===== config.mk =====
export PLATFORM = sky130hd
export DESIGN_NAME = rtc_cal_engine
export DESIGN_NICKNAME = d
export VERILOG_FILES = /design/src/rtl/rtc_cal_pkg.sv /design/src/rtl/rtc_cal_next.sv /design/src/rtl/rtc_alarm_match.sv /design/src/rtl/rtc_cal_engine.sv
export SDC_FILE = /design/constraint.sdc
export NUM_CORES = 1
export LEC_CHECK = 0
export BUFFER_PORTS_ARGS = -buffer_cell sky130_fd_sc_hd__buf_2
export CORE_AREA = 10 10 221 223
export CTS_CLUSTER_DIAMETER = 100
export DETAILED_ROUTE_END_ITERATION = 8
export DIE_AREA = 0 0 231 233
export GPL_ROUTABILITY_DRIVEN = 0
export GPL_TIMING_DRIVEN = 0
export SYNTH_ARGS = -nofsm -noshare
export SYNTH_HDL_FRONTEND = slang
export SYNTH_SLANG_ARGS = --single-unit
export TNS_END_PERCENT = 100

===== constraint.sdc =====
create_clock -name clk_i -period 19.4 [get_ports clk_i]
set_input_delay 3.88 -clock clk_i [delete_from_list [all_inputs] [get_ports clk_i]]
set_output_delay 3.88 -clock clk_i [all_outputs]
set_load 0.1 [all_outputs]

===== src/rtl/rtc_cal_pkg.sv =====
`timescale 1ns/1ps
package rtc_cal_pkg;

  typedef struct packed {
    logic [7:0] year;
    logic [7:0] mon;
    logic [7:0] date;
    logic [7:0] dow;
    logic [7:0] hour;
    logic [7:0] min;
    logic [7:0] sec;
  } cal_t;

  function automatic logic [6:0] dec_val(input logic [7:0] v, input logic bin);
    int t;
    t = bin ? int'(v[6:0]) : int'(v[7:4]) * 10 + int'(v[3:0]);
    return 7'(t);
  endfunction

  function automatic logic [7:0] enc_val(input logic [6:0] n, input logic bin);
    int t;
    t = int'(n);
    return bin ? {1'b0, n} : {4'(t / 10), 4'(t % 10)};
  endfunction

  function automatic logic [6:0] month_len(input logic [6:0] mo, input logic [6:0] yr);
    if (mo == 7'd2) return (yr[1:0] == 2'b00) ? 7'd29 : 7'd28;
    if (mo == 7'd4 || mo == 7'd6 || mo == 7'd9 || mo == 7'd11) return 7'd30;
    return 7'd31;
  endfunction

  function automatic logic [6:0] hour_to24(input logic [7:0] hb, input logic bin, input logic h24);
    logic [6:0] v;
    v = dec_val({1'b0, hb[6:0]}, bin);
    if (h24) return v;
    if (v == 7'd12) return hb[7] ? 7'd12 : 7'd0;
    return v + (hb[7] ? 7'd12 : 7'd0);
  endfunction

  function automatic logic [7:0] hour_from24(input logic [6:0] h, input logic bin, input logic h24);
    logic [6:0] h12;
    logic [7:0] e;
    logic pm;
    if (h24) return enc_val(h, bin);
    pm  = (h >= 7'd12);
    h12 = pm ? h - 7'd12 : h;
    if (h12 == 7'd0) h12 = 7'd12;
    e = enc_val(h12, bin);
    return {pm, e[6:0]};
  endfunction

endpackage


===== src/rtl/rtc_cal_next.sv =====
`timescale 1ns/1ps
module rtc_cal_next
  import rtc_cal_pkg::*;
#(
  parameter int YEAR_SPAN  = 100,
  parameter int SPRING_MON = 4,
  parameter int FALL_MON   = 10,
  parameter int SUNDAY     = 1,
  parameter int DST_HOUR   = 1
) (
  input  cal_t cur_i,
  input  logic bin_i,
  input  logic h24_i,
  input  logic dse_i,
  input  logic fb_done_i,
  output cal_t nxt_o,
  output logic fb_set_o,
  output logic fb_clr_o
);
  localparam logic [6:0] LAST_YEAR = 7'(YEAR_SPAN - 1);
  localparam logic [6:0] SPR_M     = 7'(SPRING_MON);
  localparam logic [6:0] FALL_M    = 7'(FALL_MON);
  localparam logic [6:0] SUN_D     = 7'(SUNDAY);
  localparam logic [6:0] DST_H     = 7'(DST_HOUR);

  logic [6:0] s, m, h, w, d, mo, y, mlen;
  logic at_edge, spring, fall, day_c;

  always_comb begin
    s    = dec_val(cur_i.sec, bin_i);
    m    = dec_val(cur_i.min, bin_i);
    h    = hour_to24(cur_i.hour, bin_i, h24_i);
    w    = dec_val(cur_i.dow, bin_i);
    d    = dec_val(cur_i.date, bin_i);
    mo   = dec_val(cur_i.mon, bin_i);
    y    = dec_val(cur_i.year, bin_i);
    mlen = month_len(mo, y);
    at_edge = (h == DST_H) && (m == 7'd59) && (s == 7'd59);
    spring  = dse_i && (mo == SPR_M) && (w == SUN_D) && (d <= 7'd7) && at_edge;
    // last week of the month: one more week would overflow it
    fall    = dse_i && (mo == FALL_M) && (w == SUN_D) && (d + 7'd7 > mlen)
              && at_edge && !fb_done_i;
    day_c = 1'b0;
    if (spring) begin
      h = DST_H + 7'd2; m = '0; s = '0;
    end else if (fall) begin
      m = '0; s = '0;
    end else if (s >= 7'd59) begin
      s = '0;
      if (m >= 7'd59) begin
        m = '0;
        if (h >= 7'd23) begin h = '0; day_c = 1'b1; end
        else h = h + 7'd1;
      end else m = m + 7'd1;
    end else s = s + 7'd1;

    if (day_c) begin
      w = (w >= 7'd7) ? 7'd1 : w + 7'd1;
      if (d >= mlen) begin
        d = 7'd1;
        if (mo >= 7'd12) begin
          mo = 7'd1;
          y  = (y >= LAST_YEAR) ? 7'd0 : y + 7'd1;
        end else mo = mo + 7'd1;
      end else d = d + 7'd1;
    end

    nxt_o.sec  = enc_val(s, bin_i);
    nxt_o.min  = enc_val(m, bin_i);
    nxt_o.hour = hour_from24(h, bin_i, h24_i);
    nxt_o.dow  = enc_val(w, bin_i);
    nxt_o.date = enc_val(d, bin_i);
    nxt_o.mon  = enc_val(mo, bin_i);
    nxt_o.year = enc_val(y, bin_i);
    fb_set_o   = fall;
    fb_clr_o   = (h > DST_H);
  end

endmodule


===== src/rtl/rtc_alarm_match.sv =====
`timescale 1ns/1ps
module rtc_alarm_match #(
  parameter int N = 3
) (
  input  logic [N-1:0][7:0] alarm_i,
  input  logic [N-1:0][7:0] time_i,
  output logic              match_o
);
  logic [N-1:0] hit;

  for (genvar gi = 0; gi < N; gi++) begin : g_byte
    assign hit[gi] = (&alarm_i[gi][7:6]) || (alarm_i[gi] == time_i[gi]);
  end

  assign match_o = &hit;

endmodule


===== src/rtl/rtc_cal_engine.sv =====
`timescale 1ns/1ps
module rtc_cal_engine
  import rtc_cal_pkg::*;
#(
  parameter int ADDR_W = 4
) (
  input  logic              clk_i,
  input  logic              rst_ni,
  input  logic              tick_i,
  input  logic              set_i,
  input  logic              bin_mode_i,
  input  logic              hour24_i,
  input  logic              dst_en_i,
  input  logic              wr_en_i,
  input  logic [ADDR_W-1:0] wr_addr_i,
  input  logic [7:0]        wr_data_i,
  input  logic [ADDR_W-1:0] rd_addr_i,
  output logic [7:0]        rd_data_o,
  output logic              alarm_o,
  output logic              update_o
);
  localparam int N_TIME   = 7;
  localparam int N_ALM    = 3;
  localparam int ALM_BASE = N_TIME;
  localparam int IDX_W    = $clog2(N_TIME);
  localparam int AIDX_W   = $clog2(N_ALM);
  localparam logic [N_TIME-1:0][7:0] RST_TIME =
    {8'd0, 8'd1, 8'd1, 8'd1, 8'd0, 8'd0, 8'd0};

  logic [N_TIME-1:0][7:0] int_q, usr_q, int_d, usr_d, nxt_arr;
  logic [N_ALM-1:0][7:0]  alm_q, alm_d;
  cal_t nxt_cal;
  logic fb_q, fb_set, fb_clr, match, xfer;
  logic upd_q, alm_hit_q;

  assign xfer    = tick_i && !set_i;
  assign nxt_arr = nxt_cal;

  rtc_cal_next u_next (
    .cur_i     (cal_t'(int_q)),
    .bin_i     (bin_mode_i),
    .h24_i     (hour24_i),
    .dse_i     (dst_en_i),
    .fb_done_i (fb_q),
    .nxt_o     (nxt_cal),
    .fb_set_o  (fb_set),
    .fb_clr_o  (fb_clr)
  );

  for (genvar gi = 0; gi < N_TIME; gi++) begin : g_time
    logic       hit;
    logic [7:0] wdat;
    assign hit  = wr_en_i && (wr_addr_i == ADDR_W'(gi));
    assign wdat = (gi == 0) ? {1'b0, wr_data_i[6:0]} : wr_data_i;
    assign int_d[gi] = hit ? wdat : tick_i ? nxt_arr[gi] : int_q[gi];
    assign usr_d[gi] = hit ? wdat : xfer   ? nxt_arr[gi] : usr_q[gi];
  end

  for (genvar gi = 0; gi < N_ALM; gi++) begin : g_alm
    assign alm_d[gi] = (wr_en_i && wr_addr_i == ADDR_W'(ALM_BASE + gi)) ? wr_data_i : alm_q[gi];
  end

  rtc_alarm_match #(.N(N_ALM)) u_match (
    .alarm_i (alm_q),
    .time_i  (nxt_arr[N_ALM-1:0]),
    .match_o (match)
  );

  always_ff @(posedge clk_i or negedge rst_ni) begin
    if (!rst_ni) begin
      int_q     <= RST_TIME;
      usr_q     <= RST_TIME;
      alm_q     <= '0;
      fb_q      <= 1'b0;
      upd_q     <= 1'b0;
      alm_hit_q <= 1'b0;
    end else begin
      int_q     <= int_d;
      usr_q     <= usr_d;
      alm_q     <= alm_d;
      upd_q     <= xfer;
      alm_hit_q <= xfer && match;
      if (tick_i) begin
        if (fb_set)      fb_q <= 1'b1;
        else if (fb_clr) fb_q <= 1'b0;
      end
    end
  end

  always_comb begin
    rd_data_o = '0;
    if (rd_addr_i < ADDR_W'(N_TIME))
      rd_data_o = usr_q[IDX_W'(rd_addr_i)];
    else if (rd_addr_i < ADDR_W'(N_TIME + N_ALM))
      rd_data_o = alm_q[AIDX_W'(rd_addr_i - ADDR_W'(ALM_BASE))];
  end

  assign update_o = upd_q;
  assign alarm_o  = alm_hit_q;

  AST_FROZEN_WHILE_SET: assert property (@(posedge clk_i) disable iff (!rst_ni)
    (set_i && !wr_en_i) |=> $stable(usr_q));
  AST_WORK_COPY_MOVES: assert property (@(posedge clk_i) disable iff (!rst_ni)
    (tick_i && !wr_en_i) |=> (int_q != $past(int_q)));
  AST_UPDATE_FROM_TICK: assert property (@(posedge clk_i) disable iff (!rst_ni)
    update_o |-> $past(tick_i && !set_i));
  AST_ALARM_WITH_UPDATE: assert property (@(posedge clk_i) disable iff (!rst_ni)
    alarm_o |-> update_o);
  AST_SEC_TOP_CLEAR: assert property (@(posedge clk_i) disable iff (!rst_ni)
    !usr_q[0][7] && !int_q[0][7]);

endmodule


==> metrics.md <==
| Metric | Value |
|---|---|
| Crit. Startpoint | bin_mode_i |
| Outcome | completed |
| Root buf cell | clkbuf_16 |
| Final Non-Filler Cells | 2537 |
| Total wire length | 53800 um |
| Cell variety after synth | 100 |
| Worst R2R End | alarm_o |
| H-tree levels | 4 |
| Final worst slack | 3770 ps |
| Wire length of the first global-routing pass | 82200 um |
| CP Capture Point | alarm_o |
| Top area cells in the synthesized netlist | dfrtp_1 22%, ha_1 8.1%, mux2_2 6.7% |
| Initial Util | 34.8% |
| CTS tree | done |
| Worst r2r src | int_q[45] |
| CTS buffer count | 17 |
| Largest net degree at the start of global routing | 73 |
| Sequential area share after synthesis | 22.7% |
| Longest Clk Path Bufs | 2 |
| Delay-heaviest family, CP | compound AO/OA/AOI/OAI gates |
| Synth Cell Area | 0.0154 sq mm |
| Endpoints failing setup | 0 |
| Die W | 231 um |
| Dpl cells | 2502 |
| Worst-Margin Slew | 1310 ps |
| CP peak stage delay | 850 ps |
| Final setup TNS | 0 ps |
| WP buf/inv | 13 |
| Post-CTS Resized | 0 |
| Initial antenna violation count | 3 |
| Final #Nets | 2066 |
| Most frequent cell on the critical path | ha_1 |
| Fin. Hold Viols | 0 |
| GRT overflow | 0 |
| Reg-to-reg slack, setup | 7990 ps |
| Core area | 0.0441 sq mm |
| Post-place setup slack | 3510 ps |
| Area Overhead vs Synth | 9.28% |
| Design Area, Final | 0.0168 sq mm |
| Post-synth ARST share | 100% |
| Required @ worst endpoint | 19730 ps |
| Antenna Nets Post-Route | 0 |
| #FFs+latches synth | 139 |
| Synth Flop Type | dfrtp_1 |
| Period minus WS final | 15630 ps |
| Slew headroom | 12.6% |
| Post-CTS Setup Bufs | 0 |
| Crit path kind | in -> reg |
| Yosys top cell area share | 21.7% |
| YS warnings | 0 |
| Worst-Skew Late Latency | 430 ps |
| RSZ-0062 raised after global routing | no |
| Total number of vias | 15300 |
| Chip height | 233 um |
| Max Fclk | 0.0640 GHz |
| CP Max Fanout | 11 |
| # DRC | 0 |
| Global-route usage over all layers | 19.4% |
| Number of port buffers | 22 |
| Die ar. | 0.0538 sq mm |
| Final Skew | 9.13 ps |
| Post-synth EDFFs | 0 |
| Detailed Route Iter0 Violations | 1475 |
| Syn Nets | 2024 |
| CP Capture Type | register |
| R2R cell count | 45 |
| HP Class | reg -> reg |
| Fin. max-slew vios | 0 |
| Period utilization | 80.6% |
| Post-CTS Hold Buffers | 0 |
| Detailed Place HPWL | 41700 um |
| Worst Path Arrival | 15960 ps |
| Synth area leader | dfrtp_1 |
| Layout cells sized above 1 | 10.9% |
| Clock transition at the registers of the reported paths | 60 ps |
| Syn_area_per_cell | 8.14 sq um |
| Critical-path top delay cell | clkbuf_1 |
| WP depth | 46 |
| First drt pass iteration count | 8 |
| Top post-synthesis cells by count | 169 x nand2_1, 169 x nor2_1, 133 x dfrtp_1 |
| Dpl cell area | 0.0162 sq mm |
| DR vias/cell | 6.04 |
| Max_cap viols | 0 |
| Post-Synthesis Cells | 1887 |
| # rows | 77 |
| DR WL/cell | 21.2 um |
| CTS Sinks | 139 |
| Startpoint types | input port |
| Vias in the first global route | 14200 |
| # IOs | 34 |
[stage by stage]
step	hold slack, ps	utilization (%)
global route	527	38.0
floorplan	449	-
global placement	470	36.7
detailed placement	482	36.8
CTS	495	38.0
finish	494	38.1
[state kept, by name, summed over array words and instances (netlist names)]
| signal | count |
|---|---|
| int_q | 56 |
| update_o | 1 |
| alarm_o | 1 |
| fb_q | 1 |
| usr_q | 56 |
| alm_q | 24 |
[cells by family (layout without fill, tap and decap cells)]
family / count (synthesis) / after routing / share of synthesized area [%]
other cells: 0 / 3 / 0
flops: 139 / 139 / 22.7
mux: 165 / 165 / 11.7
buf+inv: 175 / 230 / 4.50
xor+xnor: 93 / 93 / 5.30
compound gates: 570 / 570 / 25.3
simple gates: 620 / 620 / 19.9
fa+ha+maj: 125 / 125 / 10.7
[worst min path at each step]
stage	end	slack (ps)	cells past startpoint	from
finish	usr_q[20]	490	2	usr_q[20]
global route	usr_q[20]	530	2	usr_q[20]
CTS	usr_q[20]	490	2	usr_q[20]
detailed placement	usr_q[20]	480	2	usr_q[20]
global placement	usr_q[20]	470	2	usr_q[20]
floorplan	usr_q[20]	450	2	usr_q[20]
[layer usage]
| layer | track usage, % | wire (um) | vias up |
|---|---|---|---|
| met5 | 0 | 0 | - |
| met4 | 7.17 | 2000 | 0 |
| met3 | 3.85 | 4280 | 106 |
| met2 | 31.2 | 24200 | 682 |
| met1 | 25.2 | 23400 | 7462 |
| li1 | - | - | 7073 |
[worst reg2reg max path, delay by kind of cell, from the launching register on]
kind	cells	cell delay (ps)
AO/OA/AOI/OAI	21	4340
adder cells (fa/ha/maj)	7	1970
buffers and inverters	9	1900
flip-flops	1	460
multiplexers	2	720
AND/OR/NAND/NOR	6	1910
[placed cells by master (no fill, tap or decap), types with 18 or more instances in the layout]
cell type,netlist,final
a211oi_1,22,22
a21o_1,20,20
a21oi_1,132,132
a22oi_1,21,21
a31oi_1,42,42
and2_1,23,23
buf_2,12,33
clkbuf_1,62,70
dfrtp_1,133,133
ha_1,99,99
inv_1,73,73
mux2_2,92,92
mux2i_1,70,70
nand2_1,169,169
nand2b_1,23,23
nand3_1,50,50
nor2_1,169,169
nor2b_1,23,23
nor3_1,50,50
o211ai_1,28,28
o21a_1,18,18
o21ai_0,114,114
o22ai_1,22,22
o31ai_1,21,21
xnor2_1,66,66
xor2_1,27,27
[cell type report]
| type | count | area [sq um] |
|---|---|---|
| diodes | 3 | 7.51 |
| plain buffers | 95 | 390 |
| clock buffers | 30 | 524 |
| clock inverters | 2 | 10.0 |
| fillers | 4608 | 27300 |
| inverters | 80 | 300 |
| multi-input cells | 1573 | 11200 |
| flip-flops and latches | 139 | 3490 |
| well taps | 592 | 741 |
| repair buffers | 23 | 144 |
Power is left out: the tool's default activity adds up to more than one toggle a clock period on the data nets, which glitch-free logic cannot reach.
